--- config.mk ---
export PLATFORM = sky130hd
export DESIGN_NAME = tdm_slot_gen
export DESIGN_NICKNAME = d
export VERILOG_FILES = /design/src/rtl/tdm_pkg.sv /design/src/rtl/tdm_bit_timer.sv /design/src/rtl/tdm_slot_decode.sv /design/src/rtl/tdm_cch_tx.sv /design/src/rtl/tdm_cch_rx.sv /design/src/rtl/tdm_slot_gen.sv
export SDC_FILE = /design/constraint.sdc
export NUM_CORES = 1
export LEC_CHECK = 0
export BUFFER_PORTS_ARGS = -buffer_cell sky130_fd_sc_hd__buf_2
export CORE_UTILIZATION = 58
export DETAILED_ROUTE_END_ITERATION = 8
export PLACE_DENSITY = 0.93
export SYNTH_ARGS = -nofsm -noshare
export SYNTH_HDL_FRONTEND = slang
export SYNTH_SLANG_ARGS = --single-unit
--- constraint.sdc ---
create_clock -name clk -period 4.8 [get_ports clk]
set_input_delay 0.48 -clock clk [delete_from_list [all_inputs] [get_ports clk]]
set_output_delay 0.48 -clock clk [all_outputs]
set_load 0.02 [all_outputs]
--- src/rtl/tdm_pkg.sv ---
// Shared types for the TDM slot enable generator.
// Assumes an 8-bit channel; the code values are the ones listed in the brief.
package tdm_pkg;

    typedef enum logic [3:0] {
        TC_LEAD2  = 4'd0,
        TC_LEAD6  = 4'd1,
        TC_LEAD7  = 4'd2,
        TC_LEAD8  = 4'd3,
        TC_CH2    = 4'd4,
        TC_CH3    = 4'd5,
        TC_CH4    = 4'd6,
        TC_CH23   = 4'd7,
        TC_CH234  = 4'd8
    } tc_code_e;

    // Number of leading channel-0 bits for a partial code, 0 for other codes.
    function automatic int unsigned lead_bits(input logic [3:0] code);
        case (code)
            TC_LEAD2: lead_bits = 2;
            TC_LEAD6: lead_bits = 6;
            TC_LEAD7: lead_bits = 7;
            TC_LEAD8: lead_bits = 8;
            default:  lead_bits = 0;
        endcase
    endfunction

endpackage

--- src/rtl/tdm_bit_timer.sv ---
// Bit position counter.
// Resets to position 0 on each frame pulse and wraps at the end of the frame.
// When bit_rate_i is low, each bit takes two clocks.
// Exports next-state values so the registers downstream change on the same edge.
module tdm_bit_timer #(
    parameter int POS_W = 8
) (
    input  logic             clk,
    input  logic             rst_n,
    input  logic             frame_pulse_i,
    input  logic             bit_rate_i,
    output logic [POS_W-1:0] pos_q,
    output logic [POS_W-1:0] pos_nxt,
    output logic             bit_end,
    output logic             step,
    output logic             synced_q,
    output logic             synced_nxt
);
    logic half_q;

    // Next bit position and alignment state.
    always_comb begin
        bit_end    = bit_rate_i | half_q;
        step       = frame_pulse_i | bit_end;
        synced_nxt = synced_q | frame_pulse_i;
        if (frame_pulse_i)
            pos_nxt = '0;
        else if (bit_end)
            pos_nxt = pos_q + 1'b1;
        else
            pos_nxt = pos_q;
    end

    // Position, half-bit phase and first-pulse flag registers.
    always_ff @(posedge clk) begin
        if (!rst_n) begin
            pos_q    <= '0;
            half_q   <= 1'b0;
            synced_q <= 1'b0;
        end else begin
            pos_q    <= pos_nxt;
            half_q   <= !step;
            synced_q <= synced_nxt;
        end
    end

    assert_resync_R1: assert property (@(posedge clk) disable iff (!rst_n)
        frame_pulse_i |=> (pos_q == '0) && !half_q);

    assert_wrap_R1: assert property (@(posedge clk) disable iff (!rst_n)
        (pos_q == '1 && bit_end && !frame_pulse_i) |=> pos_q == '0);

    assert_half_rate_R2: assert property (@(posedge clk) disable iff (!rst_n)
        (!bit_rate_i && !frame_pulse_i && !half_q) |=> $stable(pos_q) && half_q);

endmodule

--- src/rtl/tdm_slot_decode.sv ---
// Maps a bit position and a timing code to a data-slot hit and a control-slot hit.
// Purely combinational. Assumes NUM_CH >= 5 and CH_BITS = 8.
module tdm_slot_decode
    import tdm_pkg::*;
#(
    parameter int NUM_CH   = 32,
    parameter int CH_BITS  = 8,
    parameter int CCH_SLOT = 1,
    parameter int POS_W    = 8
) (
    input  logic [3:0]       code_i,
    input  logic [POS_W-1:0] pos_i,
    output logic             data_hit_o,
    output logic             cch_hit_o
);
    localparam int CH_W   = $clog2(CH_BITS);
    localparam int CHAN_W = POS_W - CH_W;

    logic [NUM_CH-1:0] ch_sel;
    logic [CH_W-1:0]   offset;

    // One select line per channel.
    for (genvar g = 0; g < NUM_CH; g++) begin : g_chsel
        assign ch_sel[g] = (pos_i[POS_W-1:CH_W] == CHAN_W'(g));
    end

    assign offset    = pos_i[CH_W-1:0];
    assign cch_hit_o = ch_sel[CCH_SLOT];

    // Enabled data positions for each code.
    always_comb begin
        case (code_i)
            TC_LEAD2, TC_LEAD6, TC_LEAD7, TC_LEAD8:
                data_hit_o = ch_sel[0] && (32'(offset) < lead_bits(code_i));
            TC_CH2:   data_hit_o = ch_sel[2];
            TC_CH3:   data_hit_o = ch_sel[3];
            TC_CH4:   data_hit_o = ch_sel[4];
            TC_CH23:  data_hit_o = ch_sel[2] | ch_sel[3];
            TC_CH234: data_hit_o = ch_sel[2] | ch_sel[3] | ch_sel[4];
            default:  data_hit_o = 1'b0;
        endcase
    end

endmodule

--- src/rtl/tdm_cch_tx.sv ---
// Control-byte serialiser.
// Loads the byte as the control channel begins and shifts it out MSB first, one bit per bit step.
// The caller gates the output with its own drive flag.
module tdm_cch_tx #(
    parameter int CH_BITS  = 8,
    parameter int CCH_SLOT = 1,
    parameter int POS_W    = 8
) (
    input  logic               clk,
    input  logic               rst_n,
    input  logic               step_i,
    input  logic [POS_W-1:0]   pos_nxt_i,
    input  logic [CH_BITS-1:0] byte_i,
    output logic               bit_o
);
    localparam logic [POS_W-1:0] FIRST_POS = POS_W'(CCH_SLOT * CH_BITS);

    logic [CH_BITS-1:0] shreg;

    // Load at the start of the control channel, otherwise shift on each bit.
    always_ff @(posedge clk) begin
        if (!rst_n)
            shreg <= '0;
        else if (step_i) begin
            if (pos_nxt_i == FIRST_POS)
                shreg <= byte_i;
            else
                shreg <= {shreg[CH_BITS-2:0], 1'b0};
        end
    end

    assign bit_o = shreg[CH_BITS-1];

    assert_load_R5: assert property (@(posedge clk) disable iff (!rst_n)
        (step_i && pos_nxt_i == FIRST_POS) |=> bit_o == $past(byte_i[CH_BITS-1]));

endmodule

--- src/rtl/tdm_cch_rx.sv ---
// Control-byte receiver.
// Samples the line on the last cycle of each control-channel bit, MSB first.
// Publishes the byte with a one-cycle valid after the last bit. Captures only after the first frame pulse.
module tdm_cch_rx #(
    parameter int CH_BITS  = 8,
    parameter int CCH_SLOT = 1,
    parameter int POS_W    = 8
) (
    input  logic               clk,
    input  logic               rst_n,
    input  logic               synced_i,
    input  logic               bit_done_i,
    input  logic [POS_W-1:0]   pos_i,
    input  logic               ser_i,
    output logic [CH_BITS-1:0] byte_o,
    output logic               valid_o
);
    localparam int CH_W   = $clog2(CH_BITS);
    localparam int CHAN_W = POS_W - CH_W;

    logic [CH_BITS-1:0] acc;
    logic               in_slot, last_bit, take;

    assign in_slot  = (pos_i[POS_W-1:CH_W] == CHAN_W'(CCH_SLOT));
    assign last_bit = in_slot && (pos_i[CH_W-1:0] == '1);
    assign take     = synced_i && bit_done_i && in_slot;

    // Assemble the byte and publish it after the final bit.
    always_ff @(posedge clk) begin
        if (!rst_n) begin
            acc     <= '0;
            byte_o  <= '0;
            valid_o <= 1'b0;
        end else begin
            valid_o <= take && last_bit;
            if (take) begin
                acc <= {acc[CH_BITS-2:0], ser_i};
                if (last_bit)
                    byte_o <= {acc[CH_BITS-2:0], ser_i};
            end
        end
    end

    assert_valid_single_R8: assert property (@(posedge clk) disable iff (!rst_n)
        valid_o |=> !valid_o);

    assert_valid_slot_R8: assert property (@(posedge clk) disable iff (!rst_n)
        valid_o |-> $past(synced_i) && ($past(pos_i[CH_W-1:0]) == '1));

endmodule

--- src/rtl/tdm_slot_gen.sv ---
// TDM timeslot enable generator, top level.
// Registers the transmit/receive enables, the serial output enable and the control-byte drive flag.
// All of them are computed from the next bit position, so they change on the edge that starts a bit.
// Assumes the frame pulse is one clock wide.
module tdm_slot_gen #(
    parameter int NUM_CH   = 32,
    parameter int CH_BITS  = 8,
    parameter int CCH_SLOT = 1
) (
    input  logic               clk,
    input  logic               rst_n,
    input  logic               frame_pulse_i,
    input  logic               bit_rate_i,
    input  logic               int_timing_i,
    input  logic [3:0]         tc_code_i,
    input  logic               cch_en_i,
    input  logic [CH_BITS-1:0] cch_tx_byte_i,
    input  logic               ext_tx_en_i,
    input  logic               ext_rx_en_i,
    input  logic               tx_bit_i,
    input  logic               ser_i,
    output logic               tx_en_o,
    output logic               rx_en_o,
    output logic               ser_d_o,
    output logic               ser_oe_o,
    output logic [CH_BITS-1:0] cch_rx_byte_o,
    output logic               cch_rx_valid_o,
    output logic               wd_tick_o
);
    localparam int FRAME_BITS = NUM_CH * CH_BITS;
    localparam int POS_W      = $clog2(FRAME_BITS);
    localparam int CH_W       = $clog2(CH_BITS);
    localparam int CHAN_W     = POS_W - CH_W;

    logic [POS_W-1:0] pos_q, pos_nxt;
    logic             bit_end, step, synced_q, synced_nxt;
    logic             data_hit, cch_hit, cch_bit, drive_q;

    tdm_bit_timer #(.POS_W(POS_W)) u_timer (
        .clk           (clk),
        .rst_n         (rst_n),
        .frame_pulse_i (frame_pulse_i),
        .bit_rate_i    (bit_rate_i),
        .pos_q         (pos_q),
        .pos_nxt       (pos_nxt),
        .bit_end       (bit_end),
        .step          (step),
        .synced_q      (synced_q),
        .synced_nxt    (synced_nxt)
    );

    tdm_slot_decode #(
        .NUM_CH(NUM_CH), .CH_BITS(CH_BITS), .CCH_SLOT(CCH_SLOT), .POS_W(POS_W)
    ) u_decode (
        .code_i     (tc_code_i),
        .pos_i      (pos_nxt),
        .data_hit_o (data_hit),
        .cch_hit_o  (cch_hit)
    );

    tdm_cch_tx #(.CH_BITS(CH_BITS), .CCH_SLOT(CCH_SLOT), .POS_W(POS_W)) u_cch_tx (
        .clk       (clk),
        .rst_n     (rst_n),
        .step_i    (step),
        .pos_nxt_i (pos_nxt),
        .byte_i    (cch_tx_byte_i),
        .bit_o     (cch_bit)
    );

    tdm_cch_rx #(.CH_BITS(CH_BITS), .CCH_SLOT(CCH_SLOT), .POS_W(POS_W)) u_cch_rx (
        .clk        (clk),
        .rst_n      (rst_n),
        .synced_i   (synced_q),
        .bit_done_i (bit_end && !frame_pulse_i),
        .pos_i      (pos_q),
        .ser_i      (ser_i),
        .byte_o     (cch_rx_byte_o),
        .valid_o    (cch_rx_valid_o)
    );

    // Output enables: counter-driven in internal mode, pin-driven otherwise.
    always_ff @(posedge clk) begin
        if (!rst_n) begin
            tx_en_o   <= 1'b0;
            rx_en_o   <= 1'b0;
            ser_oe_o  <= 1'b0;
            drive_q   <= 1'b0;
            wd_tick_o <= 1'b0;
        end else begin
            wd_tick_o <= frame_pulse_i;
            if (int_timing_i) begin
                tx_en_o  <= synced_nxt && data_hit;
                rx_en_o  <= synced_nxt && data_hit;
                drive_q  <= synced_nxt && cch_en_i && cch_hit;
                ser_oe_o <= synced_nxt && (data_hit || (cch_en_i && cch_hit));
            end else begin
                tx_en_o  <= ext_tx_en_i;
                rx_en_o  <= ext_rx_en_i;
                drive_q  <= 1'b0;
                ser_oe_o <= ext_tx_en_i;
            end
        end
    end

    // Serial data: control byte while inserting, packet data otherwise.
    assign ser_d_o = drive_q ? cch_bit : tx_bit_i;

    assert_ch1_no_data_R4: assert property (@(posedge clk) disable iff (!rst_n)
        ($past(int_timing_i) && (tx_en_o || rx_en_o)) |-> pos_q[POS_W-1:CH_W] != CHAN_W'(CCH_SLOT));

    assert_tx_rx_pair_R3: assert property (@(posedge clk) disable iff (!rst_n)
        $past(int_timing_i) |-> tx_en_o == rx_en_o);

    assert_oe_scope_R6: assert property (@(posedge clk) disable iff (!rst_n)
        (ser_oe_o && !tx_en_o) |-> $past(int_timing_i) && $past(cch_en_i)
                                   && pos_q[POS_W-1:CH_W] == CHAN_W'(CCH_SLOT));

    assert_unsync_quiet_R9: assert property (@(posedge clk) disable iff (!rst_n)
        ($past(int_timing_i) && !synced_q) |-> !ser_oe_o && !tx_en_o);

endmodule

==> run summary, run 1 <==
status -> finished clean
Synth area leader -> dfxtp_1
hold_buf cts -> 0
Die Ht -> 60.1 um
DRC Markers -> 0
Post-Route WL -> 3.90 mm
kind of critical path -> reg2reg
CTS tree -> done
Top delay family on crit path -> simple AND/OR/NAND/NOR gates
Final Cycle Share -> 0.508
worst slew pin tran -> 759 ps
H-tree lvl count -> 2
async set-or-reset flop fraction in the synthesized netlist -> 0
die width -> 60.1 um
setup_tns -> 0 ps
Lkg Pwr -> 0.00101 uW
setup violators final -> 0
Port Buffers -> 35
Hold WS -> 393 ps
vias per cell -> 5.63
clock share of power -> 0.297
number of synthesized flops with an enable pin -> 0
Core ar. -> 0.00313 mm^2
Synth Area in Compound Gates -> 0.173
# diodes -> 0
Post-Synth Adder-Cell Area -> 0.0256
Buf/Inv on CP -> 0
Synth Area in XOR/XNOR -> 0.0224
pwr dens -> 253 mW/mm^2
CP Max Fanout -> 8
top-count cell post-synth -> dfxtp_1
final setup margin -> 2360 ps
crit-path max cell delay -> 520 ps
overall routing resource usage -> 0.246
Cell Area, Placed -> 0.00212 mm^2
syn_nets -> 242
Peak VDD IR -> 200 uV
vias in the first global route -> 1519
Final HPWL DP -> 2.87 mm
Setup crit start kind -> flop
DIE AREA -> 0.00361 mm^2
clk_skew -> 10.5 ps
Post-synth top cells -> dfxtp_1, nor2_1, mux2i_1, a21oi_1, o21ai_0
clk slew on worst S/H paths -> 120 ps
clk sinks -> 39
Initial Util -> 0.626
Synth warnings -> 0
Fillers -> 256
Seq/Total Area, Yosys -> 0.399
Synth Area in Simple Gates -> 0.208
r2r setup slk -> 2360 ps
IO Pins -> 36
worst skew pair latency -> 350 ps
row count -> 20
clk root buf -> clkbuf_4
crit path DAT -> 2720 ps
Post-CTS Repair Setup Buffers -> 0
Final Max Tran Viols -> 0
ys flop type -> dfxtp_1
fin nets -> 271
cell count after synthesis -> 216
post-layout util -> 0.695
part of the power in registers -> 0.607
worst hold path class -> in2reg
P_sw -> 142 uW
Netlist cell types -> 48
post-placement setup slack -> 2240 ps
Crit path required time -> 5080 ps
switching part of the total -> 0.258
initial antenna violation count -> 0
Crit-path slowest cell -> or4b_4
Antenna Violating Nets Remaining -> 0
Logic pwr share -> 0.096
pin count of the biggest net entering global routing -> 23
first-pass GRT wire length -> 6.62 mm
mux contribution to synthesized area -> 0.128
post-synthesis cell area -> 0.00196 mm^2
Post-Syn Area per Cell -> 9.07 um^2
WL/cell -> 13.4 um
top cell type's share of synthesized area -> 0.399
Crit. End Element -> flop
post-route cell area -> 0.00217 mm^2
# resized after CTS -> 0
fmax -> 0.410 GHz
RSZ-0062 raised after global routing -> false
main combinational cell family by area after synthesis -> simple AND/OR/NAND/NOR gates
layout cells sized above 1 -> 0.195
crit-path cells -> ha_1, or4b_4, a211oi_4, o21bai_2, nand2b_4, or3b_1, a21oi_1
Final Hold Viols -> 0
Via Count -> 1633
Congestion Overflow GR -> 0
max_slew headroom -> 0.492
dominant cells by area after synthesis -> dfxtp_1, mux2i_1, nor2_1, a21oi_1, ha_1
CTS Buffer Depth -> 2
max-cap viol count -> 0
Final Critical Period -> 2440 ps
Layout area overhead -> 11.1%
Power Internal -> 408 uW
routability cong. -> 0.928
total CTS buffers -> 5
TritonRoute pass-1 iters -> 4
number of synthesized register bits -> 39
DRT iter0 DRCs -> 58
-- tightest hold or removal path, stage by stage --
cell and delay (ps):
buf_2 100, mux2i_1 60, nor2_1 70
-- metrics by stage --
| stage | std cells | power [uW] |
|---|---|---|
| after floorplan | 216 | 376 |
| after global placement | 282 | 393 |
| after detailed placement | 282 | 394 |
| after CTS | 290 | 557 |
| after global routing | 290 | 578 |
| final | 290 | 550 |
-- cell usage in the layout (no fill, tap or decap), types with 2 or more instances in the layout --
master	n
or3_1	3
buf_2	35
and2_1	3
o21ai_1	2
and3b_1	2
nand4_1	2
o21ai_0	10
nand3_1	2
nor2_1	29
ha_1	4
xnor2_1	2
dfxtp_1	39
o21a_1	2
nor3_1	5
nor2b_1	2
clkbuf_4	5
inv_1	5
xor2_1	3
a21oi_1	18
nand2_1	9
o2111ai_1	5
mux2i_1	24
or3b_1	2
nand2b_1	4
and3_1	2
o211ai_1	3
-- cell families (layout without fill, tap and decap cells) --
group / after synthesis / after routing
fa+ha+maj: 4 / 4
xor+xnor: 5 / 5
simple gates: 74 / 74
mux: 25 / 25
compound gates: 51 / 51
buf+inv: 18 / 48
flops: 39 / 39
-- sequential cells by signal (all words and copies together), names as in the netlist --
name	flops
u_cch_rx.valid_o	1
drive_q	1
u_timer.half_q	1
u_cch_rx.byte_o	8
tx_en_o	1
wd_tick_o	1
u_timer.synced_q	1
rx_en_o	1
u_timer.pos_q	8
u_cch_rx.acc	7
ser_oe_o	1
u_cch_tx.shreg	8
-- layout make-up --
cell class	instances	area [um^2]	area share
well taps	44	55.1	0.0253
inverters	5	18.8	0.00863
flip-flops and latches	39	781	0.359
clock inverters	2	12.5	0.00575
multi-input cells	159	1090	0.502
clock buffers	6	41.3	0.0190
repair buffers	35	175	0.0806
-- power by group through the flow --
stage | logic [uW] | registers, uW | clock network [uW]
6_report | 52.8 | 334 | 163
3_3_place_gp | 51.1 | 341 | 0
4_1_cts | 52.8 | 334 | 170
2_1_floorplan | 33.5 | 342 | 0
3_5_place_dp | 52.4 | 342 | 0
5_1_grt | 59.1 | 336 | 184
-- final timing paths --
check,start,end,cells past startpoint
max reg2reg,u_timer.pos_q[0],u_cch_tx.shreg[0],7
min,ser_i,u_cch_rx.acc[0],3
max,u_timer.pos_q[0],u_cch_tx.shreg[0],7
min reg2reg,u_cch_tx.shreg[0],u_cch_tx.shreg[0],2
-- layer usage --
metal | GRT usage | vias to the layer above | wire length [um]
met3 | 0.0433 | 10 | 147
met1 | 0.317 | 738 | 1880
met4 | 0.130 | 0 | 96
li1 | - | 840 | -
met5 | 0 | - | 0
met2 | 0.389 | 45 | 1770
(Power assumes the default switching activity.)
==> run 2: changes to the inputs <==
CORE_UTILIZATION = 55   (was 58)
PLACE_DENSITY = 0.89   (was 0.93)
clock period = 2.4 ns   (was 4.8 ns; I/O delays follow)
==> run 2 against run 1 <==
Net effect: largest power group unchanged; utilization shrank 2.7 points; non-clock buffer count grew 9; sequential share of layout area shrank 1.1 points.
==> run summary, run 2 (synthesis results as in run 1) <==
status -> finished clean
Crit-path slowest cell -> or4b_4
Pwr Total -> 1110 uW
overall routing resource usage -> 0.238
crit path DAT -> 2550 ps
post-route cell area -> 0.00225 mm^2
most common cell after layout, fill and taps aside -> dfxtp_1
Crit. End Element -> flop
Setup crit start kind -> flop
Port Buffers -> 35
Core ar. -> 0.00336 mm^2
H-tree lvl count -> 2
TritonRoute pass-1 iters -> 4
Final Hold Viols -> 0
setup_tns -> 0 ps
worst skew pair latency -> 340 ps
CP Max Fanout -> 7
Peak VDD IR -> 525 uV
max_slew headroom -> 0.574
IO Pins -> 36
post-layout util -> 0.669
pwr dens -> 493 mW/mm^2
worst slew pin tran -> 638 ps
Post-CTS Repair Setup Buffers -> 0
clk sinks -> 39
layout cells sized above 1 -> 0.231
row count -> 21
Antenna Violating Nets Remaining -> 0
first-pass GRT wire length -> 6.57 mm
Final Max Tran Viols -> 0
Final Critical Period -> 2270 ps
WL/cell -> 14.2 um
vias in the first global route -> 1467
commonest cells after routing, fill and taps aside -> dfxtp_1, buf_2, nor2_1, mux2i_1, a21oi_1
met2 wire length -> 1.96 mm
clk root buf -> clkbuf_4
RSZ-0062 raised after global routing -> false
Final Cycle Share -> 0.947
worst hold path class -> in2reg
Largest regs -> u_cch_rx.byte_o (8), u_cch_tx.shreg (8), u_timer.pos_q (8)
Via Count -> 1735
fin nets -> 280
setup violators final -> 0
wire length on met1 -> 1.97 mm
vias per cell -> 5.76
Initial Util -> 0.582
Die Ht -> 61.7 um
Final HPWL DP -> 3.11 mm
top routing layer used -> met4
Hold WS -> 161 ps
initial antenna violation count -> 0
clk_skew -> 6.12 ps
crit-path cells -> ha_2, or4b_4, a211oi_4, o21bai_2, nand2b_4, or3b_1, a21oi_1
clk slew on worst S/H paths -> 120 ps
Congestion Overflow GR -> 0
max-cap viol count -> 0
CTS Buffer Depth -> 2
Crit path required time -> 2680 ps
fmax -> 0.440 GHz
met3 WL -> 242 um
Cell Area, Placed -> 0.00219 mm^2
# diodes -> 0
Layout area overhead -> 14.8%
Post-Route WL -> 4.28 mm
crit-path max cell delay -> 510 ps
DIE AREA -> 0.00380 mm^2
Lkg Pwr -> 0.00105 uW
kind of critical path -> reg2reg
DRT iter0 DRCs -> 123
die width -> 61.7 um
CTS tree -> done
pin count of the biggest net entering global routing -> 23
Fillers -> 285
total CTS buffers -> 5
DRC Markers -> 0
routability cong. -> 0.916
run 2: changes by cell type in the layout (fill, tap and decap cells not counted), sizes merged:
| cell | change |
|---|---|
| buf | +9 |
run 2: power by group:
group	internal, uW	switching, uW	leakage, uW
logic	46.5	65.4	0.000709
registers	661	7.66	0.000317
clock network	113	216	0.0000282
run 2: path summary, 6_finish.rpt:
check                                        from                end  slack, ps  depth (start not counted)
worst max-delay path             u_timer.pos_q[0]  u_cch_tx.shreg[0]        130                          7
worst min-delay path                        ser_i    u_cch_rx.acc[0]        160                          3
worst min register to register  u_cch_tx.shreg[0]  u_cch_tx.shreg[0]        480                          2
worst max register to register   u_timer.pos_q[0]  u_cch_tx.shreg[0]        130                          7
run 2: through the flow:
step	setup slack [ps]	std cells
finish	128	301
global placement	169	293
global route	14.8	301
floorplan	115	216
CTS	42.4	301
detailed placement	68.4	293
run 2: repair_timing:
item                                    in CTS  in global routing
resized for setup                            0                  2
hold buffers                                 0                  0
endpoints found under the setup margin       0                 11
run 2: worst max-delay path: cells and delay by family, from the launching register on:
family	cells	cell delay [ps]
DFF	1	370
adders and majority gates	1	230
AOI/OAI and AO/OA	3	590
and+or+nand+nor	3	1030
run 2: cell type report:
cell class	instances	area, um^2	area share
timing repair buffer	44	243	0.108
tap	46	57.6	0.0256
multi-input combinational	159	1090	0.486
clock buffer	6	41.3	0.0184
clock inverter	2	12.5	0.00556
sequential	39	782	0.348
inverter	5	18.8	0.00835
run 2: routing by layer:
metal,up-vias,global-route usage
met2,67,0.375
met1,806,0.318
li1,852,-
met3,10,0.0588
met4,0,0.0825
met5,-,0
